<file path="config.mk">
export PLATFORM = sky130hd
export DESIGN_NAME = wdt_keyed
export DESIGN_NICKNAME = d
export VERILOG_FILES = /design/src/rtl/wdt_keyed.sv
export SDC_FILE = /design/constraint.sdc
export NUM_CORES = 1
export LEC_CHECK = 0
export BUFFER_PORTS_ARGS = -buffer_cell sky130_fd_sc_hd__buf_2
export CAP_MARGIN = 20
export CORE_MARGIN = 4
export CORE_UTILIZATION = 55
export CTS_CLUSTER_SIZE = 40
export DETAILED_ROUTE_END_ITERATION = 10
export GPL_TIMING_DRIVEN = 0
export PLACE_DENSITY = 0.78
export RECOVER_POWER = 25
export SYNTH_ARGS = -nofsm -noshare
export SYNTH_HDL_FRONTEND = slang
export SYNTH_SLANG_ARGS = --single-unit
</file>
<file path="constraint.sdc">
create_clock -name clk -period 3 [get_ports clk]
set_clock_uncertainty 0.05 [all_clocks]
set_input_delay 0.3 -clock clk [delete_from_list [all_inputs] [get_ports clk]]
set_output_delay 0.3 -clock clk [all_outputs]
set_load 0.005 [all_outputs]
</file>
<file path="src/rtl/wdt_keyed.sv">
module wdt_keyed #(
  parameter logic [7:0] KEY_CTRL  = 8'hA5,
  parameter logic [7:0] KEY_CNT   = 8'h5A,
  parameter int         BASE_LOG2 = 5
) (
  input  logic        clk,
  input  logic        por_n,
  input  logic        bus_we,
  input  logic        bus_wide,
  input  logic        bus_addr,
  input  logic [15:0] bus_wdata,
  output logic [7:0]  rd_data,
  output logic        rst_req,
  output logic        rst_kind,
  output logic        irq
);
  localparam int PW = BASE_LOG2 + 7;

  logic [7:0]    ctrl_q, ctrl_d;
  logic [7:0]    cnt_q;
  logic [PW-1:0] pre_q;
  logic          req_q, kind_q, irq_q;

  wire en   = ctrl_q[7];
  wire mode = ctrl_q[6];

  wire ctrl_wr = bus_we && bus_wide && !bus_addr && (bus_wdata[15:8] == KEY_CTRL);
  wire cnt_wr  = bus_we && bus_wide &&  bus_addr && (bus_wdata[15:8] == KEY_CNT);

  wire [PW-1:0] hi_mask = {PW{1'b1}} << (BASE_LOG2 + 32'(ctrl_q[2:0]));
  wire tick = en && ((pre_q | hi_mask) == {PW{1'b1}});
  wire wrap = tick && (cnt_q == 8'hFF) && !cnt_wr;

  always_comb begin
    ctrl_d = ctrl_q;
    if (ctrl_wr) begin
      ctrl_d[7]   = bus_wdata[7];
      ctrl_d[6]   = en ? ctrl_q[6] : bus_wdata[6];
      ctrl_d[5]   = bus_wdata[5];
      ctrl_d[4]   = ctrl_q[4] & bus_wdata[4];
      ctrl_d[3]   = ctrl_q[3] & bus_wdata[3];
      ctrl_d[2:0] = bus_wdata[2:0];
    end
    if (wrap) begin
      if (mode) ctrl_d[4] = 1'b1;
      else      ctrl_d[3] = 1'b1;
    end
  end

  always_ff @(posedge clk or negedge por_n) begin
    if (!por_n) begin
      ctrl_q <= 8'h00;
      cnt_q  <= 8'h00;
      pre_q  <= '0;
      req_q  <= 1'b0;
      kind_q <= 1'b0;
      irq_q  <= 1'b0;
    end else begin
      ctrl_q <= ctrl_d;
      pre_q  <= (!en || cnt_wr) ? '0 : pre_q + PW'(1);
      if (cnt_wr)    cnt_q <= bus_wdata[7:0];
      else if (tick) cnt_q <= cnt_q + 8'd1;
      req_q  <= wrap && mode;
      irq_q  <= wrap && !mode;
      if (wrap && mode) kind_q <= ctrl_q[5];
    end
  end

  assign rd_data  = bus_addr ? cnt_q : ctrl_q;
  assign rst_req  = req_q;
  assign rst_kind = kind_q;
  assign irq      = irq_q;

  a_r6_req_one_cycle: assert property (@(posedge clk) disable iff (!por_n)
    rst_req |=> !rst_req);
  a_r6_req_sets_wflag: assert property (@(posedge clk) disable iff (!por_n)
    rst_req |-> ctrl_q[4]);
  a_r7_irq_sets_iflag: assert property (@(posedge clk) disable iff (!por_n)
    irq |-> (ctrl_q[3] && !rst_req));
  a_r4_hold_when_off: assert property (@(posedge clk) disable iff (!por_n)
    (!en && !cnt_wr) |=> $stable(cnt_q));
  a_r5_mode_locked: assert property (@(posedge clk) disable iff (!por_n)
    en |=> $stable(ctrl_q[6]));
  a_r9_wrap_keeps_fields: assert property (@(posedge clk) disable iff (!por_n)
    (wrap && !ctrl_wr) |=> ($stable(ctrl_q[7:5]) && $stable(ctrl_q[2:0])));
endmodule

</file>
==> results.cfg, run 1 <==
[global_route]
track_usage_pct = 20.8
grt-ovfl-total = 0
grt_pass1_vias = 1425
grt_max_degree = 32
antenna_found_initial = 0
grt_pass1_wl_mm = 6.80

[route]
first_pass_iters = 4
viasPerCell = 6.08
wl_mm = 4.05
ant_nets = 0
wl_per_cell_um = 15.5
drcViolationCount = 0
vias = 1588
first_iter_violations = 78

[setup_path]
critPathKind = reg -> reg
r2r_cells = 6
arrival_ns = 2.59
critical_path.endpoint = ctrl_q[3]
r2r_setup_slack_ns = 0.55
critPathCaptureType = flip-flop
r2r-start = ctrl_q[1]
cp-startpoint = ctrl_q[1]
crit_path_max_fanout = 8
required_ns = 3.15
r2r_end = ctrl_q[3]
start_kind = flip-flop

[cells_and_area]
drive_gt1_share_pct = 24.9
multi_input_area_sq_um = 986
nNetsFinal = 244
fill_cells = 276
ff_latch_area_sq_um = 776
area.growth.synth_to_final_pct = 14.4
stdcell_count = 261
num_antenna_cells = 0

[synth]
synth_ff_type = dfrtp_1
async_flop_share_pct = 100
yosysUniqueCellTypes = 42
yosysTopAreaCell = dfrtp_1
syn_area_sq_um = 1780
synth_compound_area_share_pct = 9.71
synth_common_cells = dfrtp_1 (31), nand3_1 (17), nand2_1 (15), nor2_1 (15), mux2_2 (14)
synth_most_common_cell = dfrtp_1
synth_edf_count = 0
yosys-top-cells-area = dfrtp_1 (44%), mux2_2 (8.9%), nand3_1 (4.8%), xor2_1 (3.9%), ha_1 (3.5%)
synth_top_family_by_area = simple AND/OR/NAND/NOR gates
synth.avg_cell_area_sq_um = 9.88
ys_ff_latch = 31
ys_warn_count = 0
synthSimpleGateAreaFrac_pct = 27.7
synthCells = 180
ys_seq_area_share_pct = 43.6
post_synth_fa_ha_maj_area_fraction_pct = 3.52
synth_mux_area_share_pct = 10.1
synth_xor_area_share_pct = 4.43
synth.top_cell.area_share_pct = 43.6
syn_nets = 206

[clocking]
cts_setup_buffers = 0
cts_made_buffers = 5
clk_pin_slew_ns = 0.08
clk_path_buf_depth = 2
cts_root_buf = clkbuf_4
cts.htree.levels = 2
clkLatencyLatePin_ns = 0.33
cts.sinks = 31
cts_tree = done
cts.repair.resized = 0

[power_and_ir_drop]
pwr-share-comb_pct = 8.3
ir_drop_mv = 0.230
seq_power_share_pct = 61.4
p_int_w = 0.000532
power_switching_w = 0.000163
power_per_cell_area_nw_per_um2 = 342
switching_share_pct = 23.5
leakage_nw = 0.898
pwr-share-clk_pct = 30.3

[timing]
setup_tns_ns = 0
setup_viol = 0
rsz0062_at_grt = false
tightest_slew_ns = 1.62
fmax_mhz = 409
slew_viol_final = 32
hold_viol = 0
finalCritPeriodShare_pct = 81.6
slew_headroom_pct = -7.82
min_period_ns = 2.45

[run]
max-cap-violations = 1

[placement]
io_buffers = 30
gp_congestion = 0.887
dpl.hpwl_mm = 2.95
place_inst = 254

[floorplan]
die_h_um = 64.9
rows = 20
num_io_pins = 32
start_util_pct = 57.8
fp.coreArea_sq_um = 3080
die_w_um = 64.9
die-area_sq_um = 4210

[hold_path]
hp-class = in -> reg

[run_status]
status = finished, violations left
failed_checks = capacitance limit, slew limit
==> routing by layer <==
layer / up-vias / wire length [um] / share of wire, % / GRT usage, %
met1: 772 / 1860 / 46 / 29.1
met5: - / 0 / 0 / 0
met4: 0 / 57 / 1.4 / 7.12
met2: 49 / 1860 / 46 / 31.9
met3: 7 / 269 / 6.6 / 4.33
li1: 760 / - / - / -
==> layout by cell type (no fill, tap or decap), types with 2 or more instances in the layout <==
cell	Yosys	final
nand2_1	15	15
mux2_2	14	14
o21ai_0	6	6
or3_1	2	2
and3_1	5	5
nand4b_1	2	2
xor2_1	8	8
ha_1	5	5
or4_1	3	3
nor2_1	15	15
nor3b_1	3	3
clkbuf_1	2	4
nand4_1	6	6
dfrtp_1	31	31
clkbuf_4	0	5
buf_2	1	30
a31oi_1	3	3
a21oi_1	7	7
nor4_1	2	2
o211ai_1	5	5
nor4b_1	2	2
nand2b_1	4	4
nand3_1	17	17
nor3_1	3	3
==> worst min-delay path by stage <==
stage / start / endpoint / cells past startpoint
after global placement: por_n / ctrl_q[6] / 1
after global routing: bus_wdata[0] / cnt_q[0] / 3
final: bus_wdata[3] / cnt_q[3] / 3
after detailed placement: por_n / ctrl_q[7] / 1
after floorplan: por_n / cnt_q[0] / 0
after CTS: bus_wdata[0] / cnt_q[0] / 3
==> worst max-delay path, stage by stage, from the launching register on <==
cell and delay, ns:
dfrtp_1 0.45, ha_1 0.32, nand2b_1 0.08, a21oi_1 0.09
nor4_2 0.69, nand2_1 0.20, o41ai_1 0.44
==> cell families (layout without fill, tap and decap cells) <==
| group | count (synthesis) | in the layout |
|---|---|---|
| flops | 31 | 31 |
| simple gates | 88 | 88 |
| fa+ha+maj | 5 | 5 |
| xor+xnor | 9 | 9 |
| buf+inv | 4 | 41 |
| mux | 16 | 16 |
| compound gates | 27 | 27 |
==> metrics by stage <==
| step | hold slack, ns | setup WS (ns) | utilization (%) | area [sq um] | total power, W |
|---|---|---|---|---|---|
| after detailed placement | 0.327 | 0.592 | 64.4 | 1980 | 0.000492 |
| after floorplan | -0.0456 | 0.865 | - | 1780 | 0.000459 |
| after global placement | 0.326 | 0.638 | 64.4 | 1980 | 0.000490 |
| final | 0.161 | 0.552 | 66.1 | 2030 | 0.000695 |
| after CTS | 0.152 | 0.583 | 66.1 | 2030 | 0.000706 |
| after global routing | 0.156 | 0.385 | 66.1 | 2030 | 0.000734 |
==> power groups by stage <==
stage	combinational (W)	sequential (W)	clock, W
global placement	0.0000561	0.000434	0
floorplan	0.0000261	0.000433	0
detailed placement	0.0000576	0.000435	0
CTS	0.0000590	0.000427	0.000220
finish	0.0000576	0.000427	0.000211
global route	0.0000649	0.000427	0.000242
==> state kept, by name, indices dropped and copies added (netlist names) <==
signal and flops:
ctrl_q 8, irq 1, rst_req 1, rst_kind 1, pre_q 12, cnt_q 8
==> layout make-up <==
class,instances,share of cell area [%]
Multi-Input combinational cell,145,48.5
Sequential cell,31,38.2
Timing Repair Buffer,31,7.82
Tap cell,44,2.71
Clock buffer,6,2.03
Buffer,4,0.800
==> what timing repair did <==
item	4_1_cts	5_1_grt
endpoints found under the hold margin	31	0
endpoints found under the setup margin	0	0
hold buffers	1	0
No activity file was read; power rests on OpenSTA's default activity.
==> run 2, diff against run 1 <==
Settings changed: ABC_AREA from default to 1, PLACE_DENSITY 0.78 to 0.77.
Clock period 3 ns to 2.3 ns, I/O delays scaled along.
==> results.cfg, run 2 <==
[placement]
place_area_sq_um = 2160
io_buffers = 31
dpl.hpwl_mm = 3.25
gp_congestion = 0.812

[route]
first_iter_violations = 101
ant_nets = 0
viasPerCell = 5.12
wl_per_cell_um = 12.3
wl_mm = 4.34
vias = 1809
drcViolationCount = 0
first_pass_iters = 4

[timing]
setup_tns_ns = 0
tightest_slew_ns = 0.702
slew_headroom_pct = 53.2
finalCritPeriodShare_pct = 74.7
fmax_mhz = 582
rsz0062_at_grt = false
hold_viol = 0
setup_viol = 0
whs_ns = 0.115
min_period_ns = 1.72
slew_viol_final = 0

[clocking]
cts-hold-fix-buffers = 1
clkLatencyLatePin_ns = 0.33
cts_setup_buffers = 0
cts_root_buf = clkbuf_4
cts.sinks = 31
cts.repair.resized = 0
cts_made_buffers = 5
cts_tree = done
clk_pin_slew_ns = 0.09
clk_path_buf_depth = 2
cts.htree.levels = 2

[synth]
yosys-top-cells-area = dfrtp_1 (40%), nand2_1 (18%), nand3_1 (5.9%), inv_1 (5.4%), nor2_1 (4.4%)
synthCells = 267
synth_most_common_cell = nand2_1
syn_nets = 293
yosysUniqueCellTypes = 30
synth_ff_type = dfrtp_1
yosysTopAreaCell = dfrtp_1
synth.top_cell.area_share_pct = 39.9
synth_edf_count = 0
syn_area_sq_um = 1940
ys_ff_latch = 31
ys_seq_area_share_pct = 39.9
synth.avg_cell_area_sq_um = 7.28
ys_warn_count = 0
async_flop_share_pct = 100
synth_common_cells = nand2_1 (93), dfrtp_1 (31), inv_1 (28)

[setup_path]
r2r_setup_slack_ns = 0.58
required_ns = 2.47
r2r-start = ctrl_q[1]
critPathCaptureType = flip-flop
critPathMaxStageDelay_ns = 0.47
crit_top_cell = nand2_1
cp-startpoint = ctrl_q[1]
arrival_ns = 1.89
r2r_cells = 10
crit_path_max_fanout = 9
start_kind = flip-flop
critical_path.endpoint = cnt_q[7]
r2r_end = cnt_q[7]
slowest_stage = dfrtp_1
critPathKind = reg -> reg
crit_chain = ha_1 -> nand2_1 -> o21ai_1 -> nand2_1 -> o21ai_1 -> nor2_4 -> inv_4 -> nand2_4 -> nand2_1 -> nand2_1

[global_route]
grt-ovfl-total = 0
grt_max_degree = 32
track_usage_pct = 21.5
grt_pass1_vias = 1664
grt_pass1_wl_mm = 7.28
antenna_found_initial = 0

[hold_path]
hp-class = in -> reg

[floorplan]
num_io_pins = 32
rows = 21
die_h_um = 67.4
fp.coreArea_sq_um = 3360
die_w_um = 67.4
die-area_sq_um = 4550
start_util_pct = 57.8

[power_and_ir_drop]
ir_drop_mv = 0.427
power_per_cell_area_nw_per_um2 = 472
totalPowerFinal_w = 0.00106
leakage_nw = 1.19

[cells_and_area]
area.growth.synth_to_final_pct = 15.8
num_antenna_cells = 0
regMostFlops = pre_q
reg_top3 = pre_q x12, cnt_q x8, ctrl_q x8
final_area_sq_um = 2250
largest_reg_flops = 12
nNetsFinal = 332
layout_common_cells = nand2_1 (93), dfrtp_1 (31), buf_2 (31)
mostFrequentLayoutCell = nand2_1
drive_gt1_share_pct = 18.9

[run_status]
status = complete, no violations

[run]
max-cap-violations = 0
run 2: cell count changes after synthesis, sizes merged, moves of 4 or more:
cell,delta
nand2,+81
o211ai,-5
mux2,-15
nor2,+10
and3,-5
inv,+33
nand3,+7
o21ai,+11
nand2b,-4
run 2: cell type report:
class	instances	area (sq um)
inverters	33	126
fillers	313	1110
plain buffers	4	37.5
flip-flops and latches	31	776
clock buffers	6	51.3
well taps	46	57.6
repair buffers	32	165
multi-input cells	199	1000
clock inverters	2	35.0
run 2: layer usage:
metal	GRT usage [%]	vias up	wire length, um
met3	5.82	4	349
met5	0	-	0
li1	-	924	-
met2	34.6	64	2000
met1	28.0	817	1960
met4	6.84	0	36
run 2: cells by family after synthesis:
kind of cell / share of synthesized area [%]
fa+ha+maj: 3.22
compound gates: 6.83
simple gates: 37.9
flops: 39.9
buf+inv: 8.50
xor+xnor: 3.61
run 2: where the power goes:
part           switching (W)  internal (W)   total, W
clock               0.000185      0.000257   0.000442
sequential        0.00000303      0.000547   0.000550
combinational      0.0000454     0.0000253  0.0000707
total               0.000233      0.000829    0.00106
run 2: through the flow:
stage	util, %	std cells	setup slack (ns)
2_1_floorplan	-	267	0.804
3_3_place_gp	64.1	344	0.645
3_5_place_dp	64.1	344	0.602
4_1_cts	67.0	353	0.584
5_1_grt	66.9	353	0.436
6_report	66.9	353	0.582
run 2: worst min path at each step:
stage | startpoint | to | slack (ns) | depth (start not counted)
floorplan | por_n | cnt_q[0] | -0.12 | 0
global placement | por_n | cnt_q[0] | 0.26 | 1
detailed placement | por_n | cnt_q[0] | 0.27 | 1
CTS | bus_wdata[6] | ctrl_q[6] | 0.10 | 3
global route | bus_wdata[5] | ctrl_q[5] | 0.1 | 3
finish | bus_wdata[6] | ctrl_q[6] | 0.12 | 3
run 2: critical path: cells and delay by family (launching register included):
kind                     cells  cell delay (ns)
AND/OR/NAND/NOR              6             0.42
flip-flops                   1             0.47
adder cells (fa/ha/maj)      1             0.34
buffers and inverters        1             0.12
AO/OA/AOI/OAI                2             0.20
==> run 3, diff against run 2 <==
Settings changed: CORE_UTILIZATION 55 to 51, PLACE_DENSITY 0.77 to 0.75.
Clock period 2.3 ns to 1.4 ns, I/O delays scaled along.
==> results.cfg, run 3 (synthesis results as in run 2) <==
[route]
first_pass_iters = 4
vias = 1857
wl_mm = 4.60
drcViolationCount = 0
viasPerCell = 5.12
wl_per_cell_um = 12.7
ant_nets = 0
first_iter_violations = 102

[power_and_ir_drop]
pwr-share-clk_pct = 43.4
ir_drop_mv = 0.700
leakage_nw = 1.22
switching_share_pct = 23.5
seq_power_share_pct = 49.7
power_switching_w = 0.000427
pwr-share-comb_pct = 6.8
p_int_w = 0.00139
totalPowerFinal_w = 0.00182
power_per_cell_area_nw_per_um2 = 738

[clocking]
cts_made_buffers = 5
cts.htree.levels = 2
clkLatencyLatePin_ns = 0.28
cts.sinks = 31
clk_path_buf_depth = 2
cts_tree = done
cts_root_buf = clkbuf_8
clk_pin_slew_ns = 0.06

[timing]
min_period_ns = 1.58
slew_headroom_pct = 47.9
slew_viol_final = 0
hold_viol = 0
tightest_slew_ns = 0.782
finalCritPeriodShare_pct = 113
setup_viol = 16
setup_tns_ns = -1.91
fmax_mhz = 633
setup_slack_ns = -0.180
rsz0062_at_grt = true
whs_ns = 0.0726

[cells_and_area]
area.growth.synth_to_final_pct = 26.9
mostFrequentLayoutCell = nand2_1
num_antenna_cells = 0
layout_common_cells = nand2_1 (85), buf_2 (30), dfrtp_1 (28)
regMostFlops = pre_q
drive_gt1_share_pct = 29.8
nNetsFinal = 340
fill_cells = 308
largest_reg_flops = 12
stdcell_count = 363
reg_top3 = pre_q x12, cnt_q x8, ctrl_q x8

[run_status]
status = finished, violations left
failed_checks = setup timing

[floorplan]
die_h_um = 69.7
die_w_um = 69.7
rows = 22
fp.coreArea_sq_um = 3660
start_util_pct = 53.1
die-area_sq_um = 4860
num_io_pins = 32

[placement]
dp_worst_setup_slack_ns = -0.280
dpl.hpwl_mm = 3.22
gp_congestion = 0.864
place_inst = 346
io_buffers = 31

[setup_path]
critPathCaptureType = flip-flop
arrival_ns = 1.71
start_kind = flip-flop
required_ns = 1.53
critPathKind = reg -> reg
crit_path_max_fanout = 9

[global_route]
grt_pass1_wl_mm = 8.01
grt-ovfl-total = 0
antenna_found_initial = 0
track_usage_pct = 20.1
grt_max_degree = 32
grt_pass1_vias = 1817

[hold_path]
hp-class = in -> reg

[run]
max-cap-violations = 0
## run 3: per-layer routing
metal / track usage (%) / share of wire [%]
met5: 0 / 0
met4: 5.32 / 1.0
met3: 6.23 / 6.7
met2: 32.5 / 48
met1: 26.1 / 45
## run 3: power groups by stage
stage / combinational, W / clock, W / sequential [W]
global route: 0.000141 / 0.000853 / 0.000905
CTS: 0.000123 / 0.000808 / 0.000903
finish: 0.000125 / 0.000790 / 0.000905
global placement: 0.000114 / 0 / 0.000921
floorplan: 0.0000495 / 0 / 0.000920
detailed placement: 0.000116 / 0 / 0.000921
## run 3: what timing repair did
action	4_1_cts	5_1_grt
resized for setup	9	27
endpoints found under the hold margin	31	0
hold buffers	1	0
gates cloned	0	0
buffers inserted	7	1
pin swaps	2	6
endpoints found under the setup margin	15	17
## run 3: stage by stage
step	util [%]	instance area, sq um
after floorplan	-	1950
after detailed placement	59.3	2170
after global placement	59.3	2170
after CTS	64.7	2370
final	67.3	2460
after global routing	67.3	2460
## run 3: worst paths after layout
check	start	endpoint	slack (ns)	depth (start not counted)
max	ctrl_q[0]	cnt_q[6]	-0.18	10
min	bus_wdata[0]	ctrl_q[0]	0.07	3
max reg2reg	ctrl_q[0]	cnt_q[6]	-0.18	10
min reg2reg	rst_kind	rst_kind	0.41	2
max in group asynchronous	por_n	ctrl_q[0]	0.33	2
min in group asynchronous	por_n	rst_kind	0.43	2
## run 3: critical path: stages (launching register included)
cell and delay, ns:
dfrtp_2 0.46, ha_4 0.29, nand2_2 0.05, o21ai_2 0.05
nand2_1 0.07, o21ai_2 0.08, nor2_4 0.08, inv_4 0.13
nand2_8 0.08, nand2_1 0.07, nand2_1 0.04
## run 3: final cells by class
type	count	area [sq um]	area share, %
tap	48	60.1	2.44
clock buffer	7	96.3	3.91
timing repair buffer	40	236	9.59
sequential	31	779	31.6
clock inverter	1	7.51	0.305
buffer	4	37.5	1.52
inverter	33	126	5.13
multi-input combinational	199	1120	45.5
